===== config.mk =====
export PLATFORM = sky130hd
export DESIGN_NAME = gpio_irq_ctrl
export DESIGN_NICKNAME = d
export VERILOG_FILES = /design/src/rtl/gpio_irq_pkg.sv /design/src/rtl/gpio_sync2.sv /design/src/rtl/gpio_sense.sv /design/src/rtl/gpio_irq_ctrl.sv
export SDC_FILE = /design/constraint.sdc
export NUM_CORES = 1
export LEC_CHECK = 0
export BUFFER_PORTS_ARGS = -buffer_cell sky130_fd_sc_hd__buf_4
export CAP_MARGIN = 10
export CORE_MARGIN = 3
export CORE_UTILIZATION = 55
export DETAILED_ROUTE_END_ITERATION = 10
export PLACE_DENSITY_LB_ADDON = 0.1
export SLEW_MARGIN = 0
export SYNTH_ARGS = -nofsm -noshare
export SYNTH_HDL_FRONTEND = slang
export SYNTH_SLANG_ARGS = --single-unit

===== constraint.sdc =====
create_clock -name clk -period 2.6 [get_ports clk]
set_input_delay 0.26 -clock clk [delete_from_list [all_inputs] [get_ports clk]]
set_output_delay 0.26 -clock clk [all_outputs]
set_load 0.005 [all_outputs]

===== src/rtl/gpio_irq_pkg.sv =====
package gpio_irq_pkg;

    localparam int unsigned OFF_MODE   = 32'h00;
    localparam int unsigned OFF_DIR    = 32'h04;
    localparam int unsigned OFF_DOUT   = 32'h08;
    localparam int unsigned OFF_DIN    = 32'h0C;
    localparam int unsigned OFF_PEND   = 32'h10;
    localparam int unsigned OFF_ACK    = 32'h14;
    localparam int unsigned OFF_MASK   = 32'h18;
    localparam int unsigned OFF_UNMASK = 32'h1C;
    localparam int unsigned OFF_POL    = 32'h20;
    localparam int unsigned OFF_TRIG   = 32'h24;

    typedef enum logic [3:0] {
        SEL_NONE,
        SEL_MODE,
        SEL_DIR,
        SEL_DOUT,
        SEL_DIN,
        SEL_PEND,
        SEL_ACK,
        SEL_MASK,
        SEL_UNMASK,
        SEL_POL,
        SEL_TRIG
    } reg_sel_e;

endpackage


===== src/rtl/gpio_sync2.sv =====
module gpio_sync2 #(
    parameter int W = 32
) (
    input  logic         clk,
    input  logic         rst_n,
    input  logic [W-1:0] d_i,
    output logic [W-1:0] q_o
);
    logic [W-1:0] stage1_q;
    logic [W-1:0] stage2_q;

    always_ff @(posedge clk or negedge rst_n) begin
        if (!rst_n) begin
            stage1_q <= '0;
            stage2_q <= '0;
        end else begin
            stage1_q <= d_i;
            stage2_q <= stage1_q;
        end
    end

    assign q_o = stage2_q;

    // second stage follows the first one clock later
    p_sync_chain_r4: assert property (@(posedge clk) disable iff (!rst_n)
        1'b1 |=> (stage2_q == $past(stage1_q)));

endmodule


===== src/rtl/gpio_sense.sv =====
module gpio_sense #(
    parameter int W = 32
) (
    input  logic         clk,
    input  logic         rst_n,
    input  logic [W-1:0] lvl_i,
    input  logic [W-1:0] pol_i,
    input  logic [W-1:0] edge_i,
    input  logic [W-1:0] ack_i,
    output logic [W-1:0] pend_o
);
    logic [W-1:0] sensed;
    logic [W-1:0] prev_q;
    logic [W-1:0] latch_q;
    logic [W-1:0] hit;

    assign sensed = lvl_i ^ pol_i;
    assign hit    = sensed & ~prev_q & edge_i;

    always_ff @(posedge clk or negedge rst_n) begin
        if (!rst_n) begin
            prev_q  <= '0;
            latch_q <= '0;
        end else begin
            prev_q  <= sensed;
            latch_q <= ((latch_q & ~ack_i) | hit) & edge_i;
        end
    end

    genvar g;
    generate
        for (g = 0; g < W; g++) begin : g_pin
            assign pend_o[g] = edge_i[g] ? latch_q[g] : sensed[g];
        end
    endgenerate

    // a latched flag with no acknowledge survives while the pin stays in edge mode
    p_edge_hold_r7: assert property (@(posedge clk) disable iff (!rst_n)
        1'b1 |=> (($past(latch_q) & ~$past(ack_i) & $past(edge_i) & edge_i & ~latch_q) == '0));

    // a detected edge always leaves the flag set, whatever the acknowledge
    p_set_wins_r8: assert property (@(posedge clk) disable iff (!rst_n)
        1'b1 |=> (($past(hit) & edge_i & ~pend_o) == '0));

endmodule


===== src/rtl/gpio_irq_ctrl.sv =====
module gpio_irq_ctrl
    import gpio_irq_pkg::*;
#(
    parameter int NPIN   = 32,
    parameter int ADDR_W = 6
) (
    input  logic              clk,
    input  logic              rst_n,
    input  logic              bus_en,
    input  logic              bus_we,
    input  logic [ADDR_W-1:0] bus_addr,
    input  logic [NPIN-1:0]   bus_wdata,
    output logic [NPIN-1:0]   bus_rdata,
    input  logic [NPIN-1:0]   pin_in,
    output logic [NPIN-1:0]   pin_out,
    output logic [NPIN-1:0]   pin_oe,
    output logic              irq
);
    localparam logic [NPIN-1:0] ZERO = '0;

    reg_sel_e        sel;
    logic            wr;
    logic [NPIN-1:0] mode_q, dir_q, dout_q, pol_q, trig_q, en_q;
    logic [NPIN-1:0] din, pend, ack;

    always_comb begin
        sel = SEL_NONE;
        if      (bus_addr == ADDR_W'(OFF_MODE))   sel = SEL_MODE;
        else if (bus_addr == ADDR_W'(OFF_DIR))    sel = SEL_DIR;
        else if (bus_addr == ADDR_W'(OFF_DOUT))   sel = SEL_DOUT;
        else if (bus_addr == ADDR_W'(OFF_DIN))    sel = SEL_DIN;
        else if (bus_addr == ADDR_W'(OFF_PEND))   sel = SEL_PEND;
        else if (bus_addr == ADDR_W'(OFF_ACK))    sel = SEL_ACK;
        else if (bus_addr == ADDR_W'(OFF_MASK))   sel = SEL_MASK;
        else if (bus_addr == ADDR_W'(OFF_UNMASK)) sel = SEL_UNMASK;
        else if (bus_addr == ADDR_W'(OFF_POL))    sel = SEL_POL;
        else if (bus_addr == ADDR_W'(OFF_TRIG))   sel = SEL_TRIG;
    end

    assign wr  = bus_en & bus_we;
    assign ack = (wr && sel == SEL_ACK) ? bus_wdata : ZERO;

    always_ff @(posedge clk or negedge rst_n) begin
        if (!rst_n) begin
            mode_q <= '0;
            dir_q  <= '0;
            dout_q <= '0;
            pol_q  <= '0;
            trig_q <= '0;
            en_q   <= '0;
        end else if (wr) begin
            unique case (sel)
                SEL_MODE:   mode_q <= bus_wdata;
                SEL_DIR:    dir_q  <= bus_wdata;
                SEL_DOUT:   dout_q <= bus_wdata;
                SEL_POL:    pol_q  <= bus_wdata;
                SEL_TRIG:   trig_q <= bus_wdata;
                SEL_MASK:   en_q   <= en_q & bus_wdata;
                SEL_UNMASK: en_q   <= en_q | bus_wdata;
                default:    ;
            endcase
        end
    end

    gpio_sync2 #(.W(NPIN)) u_sync (
        .clk   (clk),
        .rst_n (rst_n),
        .d_i   (pin_in),
        .q_o   (din)
    );

    gpio_sense #(.W(NPIN)) u_sense (
        .clk    (clk),
        .rst_n  (rst_n),
        .lvl_i  (din),
        .pol_i  (pol_q),
        .edge_i (trig_q),
        .ack_i  (ack),
        .pend_o (pend)
    );

    always_comb begin
        bus_rdata = '0;
        if (bus_en && !bus_we) begin
            unique case (sel)
                SEL_MODE: bus_rdata = mode_q;
                SEL_DIR:  bus_rdata = dir_q;
                SEL_DOUT: bus_rdata = dout_q;
                SEL_DIN:  bus_rdata = din;
                SEL_PEND: bus_rdata = pend;
                SEL_MASK: bus_rdata = en_q;
                SEL_POL:  bus_rdata = pol_q;
                SEL_TRIG: bus_rdata = trig_q;
                default:  bus_rdata = '0;
            endcase
        end
    end

    assign pin_out = dout_q;
    assign pin_oe  = ~mode_q & dir_q;
    assign irq     = |(pend & en_q & mode_q);

    // a zero written to the mask register leaves that pin masked
    p_mask_r9: assert property (@(posedge clk) disable iff (!rst_n)
        (wr && sel == SEL_MASK) |=> ((en_q & ~$past(bus_wdata)) == '0));

    // a one written to the unmask register leaves that pin enabled
    p_unmask_r9: assert property (@(posedge clk) disable iff (!rst_n)
        (wr && sel == SEL_UNMASK) |=> ((en_q & $past(bus_wdata)) == $past(bus_wdata)));

    // the request needs at least one unmasked pin in interrupt mode
    p_irq_src_r9: assert property (@(posedge clk) disable iff (!rst_n)
        irq |-> (|(en_q & mode_q)));

    // output data holds without a write
    p_dout_hold_r3: assert property (@(posedge clk) disable iff (!rst_n)
        !wr |=> $stable(dout_q));

endmodule


Yosys cells after proc, flatten, opt, wreduce, memory -nomap -nowiden
Cells that the tools add are included.

Bitwise gates (word level): 15. Reduce and logical (&&, ||, !) cells: 12. Muxes and demuxes: 46. Equal/unequal tests: 19.

Operator list (number): $and A32 B32 Y32 (8); $pmux W32 S8 (1); $not A32 Y32 (3); $mux W32 (2); $or A32 B32 Y32 (2); $pmux W32 S2 (1); $mux W4 (10); $mux W1 (32); $reduce_or A32 Y1 (1); $xor A32 B32 Y32 (1); $eq A6 B5 Y1 const B (4); $eq A4 B3 Y1 const B (4); $eq A4 B4 Y1 const B (3); $eq A6 B4 Y1 const B (2); $eq A6 B6 Y1 const B (2); $reduce_and A2 Y1 (6); $eq A4 B2 Y1 const B (2); $eq A6 B3 Y1 const B (1); $logic_not A6 Y1 (1); $eq A4 B1 Y1 const B (1); $logic_and A1 B1 Y1 (2); $reduce_bool A2 Y1 (1); $and A1 B1 Y1 (1); $logic_not A1 Y1 (1).

Output and inout bits: 97. Flip-flop bits (word level): 320. Input bits: 74.

Depth between registers and ports, before layout
Depth after elaboration: 18. Mapped depth: 8.

By module
Synthesis repeated with hierarchy kept, for this count alone.

Cell total of the unflattened synthesis: 1183. Area, all modules: 14537.7 sq um.

By module, submodules not included: gpio_irq_ctrl (cells an instance 895, area an instance 10053.4 sq um, sequential area each 4804.6 sq um, instances 1); gpio_sense (cells an instance 224, area an instance 2882.8 sq um, sequential area each 1601.5 sq um, instances 1); gpio_sync2 (cells an instance 64, area an instance 1601.5 sq um, sequential area each 1601.5 sq um, instances 1).

Least setup slack after synthesis
OpenSTA, ideal clock, no wires.

Path kind: input port to flip-flop. Start point: in bus_addr[2]. End point: reg dout_q[11] (netlist: pin_out[11]). Setup time: 0.125 ns. Data arrival time: 1.632 ns. Path slack: 0.843 ns. Data required time: 2.475 ns. Buffers on the path: 2. Stages on the path: 6. Cell sequence: buf_2 > nor2b_1 > nand2_1 > nor3_2 > buf_4 > mux2_2.

Cells in the longest elaborated chain, start to end: 13.

RTL lines: start: declaration (line gpio_irq_ctrl.sv:11) `input logic [ADDR_W-1:0] bus_addr,`; $eq A6 B6 Y1 (line gpio_irq_ctrl.sv:37) `else if (bus_addr == ADDR_W'(OFF_TRIG)) sel = SEL_TRIG;`; $mux W4 (line gpio_irq_ctrl.sv:37); $mux W4 (line gpio_irq_ctrl.sv:36) `else if (bus_addr == ADDR_W'(OFF_POL)) sel = SEL_POL;`; $mux W4 (line gpio_irq_ctrl.sv:35) `else if (bus_addr == ADDR_W'(OFF_UNMASK)) sel = SEL_UNMASK;`; $mux W4 (line gpio_irq_ctrl.sv:34) `else if (bus_addr == ADDR_W'(OFF_MASK)) sel = SEL_MASK;`; $mux W4 (line gpio_irq_ctrl.sv:33) `else if (bus_addr == ADDR_W'(OFF_ACK)) sel = SEL_ACK;`; $mux W4 (line gpio_irq_ctrl.sv:32) `else if (bus_addr == ADDR_W'(OFF_PEND)) sel = SEL_PEND;`; $mux W4 (line gpio_irq_ctrl.sv:31) `else if (bus_addr == ADDR_W'(OFF_DIN)) sel = SEL_DIN;`; $mux W4 (line gpio_irq_ctrl.sv:30) `else if (bus_addr == ADDR_W'(OFF_DOUT)) sel = SEL_DOUT;`; $mux W4 (line gpio_irq_ctrl.sv:29) `else if (bus_addr == ADDR_W'(OFF_DIR)) sel = SEL_DIR;`; $mux W4 * (line gpio_irq_ctrl.sv:28) `if (bus_addr == ADDR_W'(OFF_MODE)) sel = SEL_MODE;`; $eq A4 B2 Y1 * (line gpio_irq_ctrl.sv:52) `unique case (sel)`; $reduce_and A2 Y1 (no source line) *; end signal: assignment (line gpio_irq_ctrl.sv:55) `SEL_DOUT: dout_q <= bus_wdata;`; end: declaration (line gpio_irq_ctrl.sv:23) `logic [NPIN-1:0] mode_q, dir_q, dout_q, pol_q, trig_q, en_q;`.

Every way passes the cells marked *; elsewhere a longest branch is shown, timed or not. A chain may end at the register's enable or synchronous reset.

Worst setup path after layout
Start point: reg pol_q[12]. End point: out irq.

Cells in the longest elaborated chain, start to end: 5.

RTL lines: start: declaration (line gpio_irq_ctrl.sv:23); start signal: assignment (line gpio_irq_ctrl.sv:56) `SEL_POL: pol_q <= bus_wdata;`; $xor A32 B32 Y32 (line gpio_sense.sv:17) `assign sensed = lvl_i ^ pol_i;`; named net u_sense.sensed[12] (line gpio_sense.sv:12) `logic [W-1:0] sensed;`; $mux W1 (line gpio_sense.sv:33) `assign pend_o[g] = edge_i[g] ? latch_q[g] : sensed[g];`; $and A32 B32 Y32 (2 in series) (line gpio_irq_ctrl.sv:101) `assign irq = |(pend & en_q & mode_q);`; $reduce_or A32 Y1 (line gpio_irq_ctrl.sv:101); end: declaration (line gpio_irq_ctrl.sv:17) `output logic irq`.

The timed path passes the listed nets, and every way through them passes these cells.

==> key figures <==
Routing
  • Remaining antenna violation count: 0
  • DRT iter0 DRCs: 996
  • Detailed-route DRC error count: 0
  • Drt first pass iters: 5
  • DR WL/cell: 22.91 µm
  • Via count: 10700
  • Final wirelength: 40.71 mm
  • Via density per instance: 6.021

Synthesis
  • Xor/xnor share of the synthesized area: 0.01943
  • Top post-synthesis cells by area: dfrtp_1 (56%), mux2_2 (12%), nor2b_1 (4.3%)
  • Synth top area share: 0.5550
  • Leading area contributor after synthesis: dfrtp_1
  • Netlist cell types: 39
  • Syn_nets: about 1300
  • Warning count from the yosys run: 0
  • Adder-Cell Fraction of Synth Area: 0
  • Main combinational cell family by area after synthesis: multiplexers
  • Mux cell area share after synthesis: 0.1892
  • Synth Area in Simple Gates: 0.1101
  • Syn_area_per_cell: about 12 µm²
  • Synth Area in Compound Gates: 0.1053
  • Cells after synthesis: between 1000 and 1500
  • Synth Register Bits: 320
  • Post-synthesis sequential area ratio: 0.5550
  • Syn Std Cell Area: 14430 µm²

GRT
  • Vias in the first global route: 10950
  • Largest net degree at the start of global routing: 64
  • Initial antenna violation count: 2
  • Remaining global-route overflow: 0
  • Total Routing Usage GR: 0.2874
  • First-pass GRT wire length: ~63 mm

Finish
  • Layout Nets: 1498
  • Storage cell area: 8008 µm²
  • Commonest non-fill, non-tap cell in the layout: dfrtp_1
  • Layout Cells excl Fill: between 1500 and 2000
  • Share of cells above drive strength 1: 0.3462
  • Multi-input gate area: 6326 µm²
  • N_diodes: 0
  • Most frequent cells in the layout: dfrtp_1 (320), buf_4 (213), mux2_2 (152)
  • Area Overhead vs Synth: 25.11%
  • Filler cell count: 1796

Worst setup path
  • Critical path type: reg2out
  • Data required time of the critical path: about 2300 ps
  • Crit-path max FO: 4
  • Startpoint Class: flip-flop
  • Reg2Reg Setup Slack: 1360 ps
  • Worst EP arrival: 2270 ps
  • Crit. End Element: primary output

Floorplan
  • Core Region: 25470 µm²
  • Die Height: 168.0 µm
  • IO Pins: approximately 170
  • DIE WIDTH: roughly 170 µm
  • Initial core utilization: 0.5664
  • DIE AREA: roughly 28000 µm²
  • # rows: 58

Clock tree
  • Clock sinks: 320
  • Htree depth: 2
  • CTS clk-pin slew, worst paths: 60 ps
  • Clk_lat worst skew: a little over 500 ps
  • Longest Clk Path Bufs: 3
  • Root buffer cell: clkbuf_16
  • CTS tree: done
  • TritonCTS Buffers: 35

STA
  • Fin. max-slew vios: 0
  • Final WS setup: 65.27 ps
  • Max-slew headroom: 0.6934
  • # setup viols final: 0
  • Final hold vios: 0
  • FMAX: 394.5 MHz
  • Post-route minimum period: 2535 ps
  • Unrepaired setup endpoints after global routing: yes
  • Final period util: 0.9749
  • Final clock skew: roughly 15 ps
  • Slew @ Worst Pin: 459.9 ps

Flow run
  • Max Cap Viol: 0

Placement
  • GPL Wtd Cong: 0.8700
  • Post-place setup slack: 360.2 ps
  • Buffers on Ports: 170
  • Post-Place Cells: 1683
  • Post-DP HPWL: 26.80 mm

Status
  • Outcome: finished, final reports clean

Pwr
  • Power Density: between 600 and 700 nW/µm²
  • Power consumption: 12000 µW
  • Peak supply drop: around 570 µV
  • Leakage power: 0.008311 µW

Hold path
  • Hold crit path type: in2reg
[worst max-delay path, stage by stage (launching register included)]
cell and delay, ps:
dfrtp_1 430, xor2_2 190, o2111ai_2 300, o2111ai_2 190, nor4_2 350, nand3_2 160
buf_6 150
[layout make-up]
type                    count  share of cell area
clock buffers              53             0.06017
clock inverters             7            0.006516
well taps                 330             0.02288
flip-flops and latches    320              0.4436
inverters                   1           0.0002080
repair buffers            255              0.1161
multi-input cells         811              0.3505
[path summary, 6_finish.rpt]
| path | startpoint | end | cells past startpoint |
|---|---|---|---|
| max in group asynchronous | rst_n | pol_q[5] | 4 |
| setup reg to reg | pol_q[28] | u_sense.latch_q[28] | 4 |
| setup / recovery | pol_q[12] | irq | 6 |
| min in group asynchronous | rst_n | u_sync.stage1_q[18] | 2 |
| hold reg to reg | u_sync.stage1_q[25] | u_sync.q_o[25] | 0 |
| hold / removal | bus_wdata[9] | en_q[9] | 3 |
[through the flow]
step / cell area (µm²) / util / hold WS, ps / TNS (ps)
final: 18050 / 0.7086 / 24.61 / 0
after global routing: 18050 / 0.7086 / 30.59 / -35.83
after CTS: 17950 / 0.7046 / 10.44 / 0
after detailed placement: 16350 / 0.6420 / 201.8 / 0
after global placement: 16350 / 0.6420 / 200.9 / 0
after floorplan: 14430 / - / -35.59 / 0
[per-layer routing]
| layer | wire, µm | vias up | share of wire | global-route usage |
|---|---|---|---|---|
| li1 | - | 4748 | - | - |
| met5 | 34 | - | 0.00084 | 0 |
| met2 | 19140 | 440 | 0.47 | 0.4603 |
| met4 | 1343 | 4 | 0.033 | 0.09890 |
| met1 | 17180 | 5407 | 0.42 | 0.3976 |
| met3 | 3011 | 100 | 0.074 | 0.05518 |
[logic make-up after synthesis]
| logic type | count (synthesis) |
|---|---|
| buffers and inverters | 59 |
| xor gates and xnor gates | 32 |
| DFF | 320 |
| AOI/OAI and AO/OA | 233 |
| muxes | 233 |
| and+or+nand+nor | 313 |
[power by group]
part           internal (µW)  switching, µW  leakage [µW]
sequential              5320            294       0.00419
clock                   3170           1960      0.000582
combinational            659            589       0.00354
total                   9150           2850       0.00831
[registers in the layout (all words and copies together), names as in the netlist]
signal           flops
pol_q               32
u_sense.prev_q      32
dir_q               32
u_sync.q_o          32
mode_q              32
u_sync.stage1_q     32
en_q                32
pin_out             32
u_sense.latch_q     32
trig_q              32
[synth_stat cells, drive strengths merged]
cell	n
a21oi	100
a221oi	28
a22oi	26
a31oi	11
and2	1
and3	1
buf	32
clkbuf	26
dfrtp	320
inv	1
mux2	188
mux2i	41
mux4	4
nand2	56
nand2b	21
nand3	5
nand3b	1
nand4	3
nor2	106
nor2b	99
nor3	12
nor3b	4
nor4	3
o2111ai	21
o21ai	19
o22a	21
o22ai	6
o311ai	1
or4b	1
xor2	32
[repair_timing]
| action | in CTS | in global routing |
|---|---|---|
| pin swaps | 4 | 9 |
| gates resized for setup | 10 | 17 |
| hold buffers | 33 | 0 |
| hold endpoints to repair | 78 | 0 |
| setup buffers | 0 | 1 |
| endpoints found under the setup margin | 1 | 1 |
No activity file was read; power rests on OpenSTA's default activity.
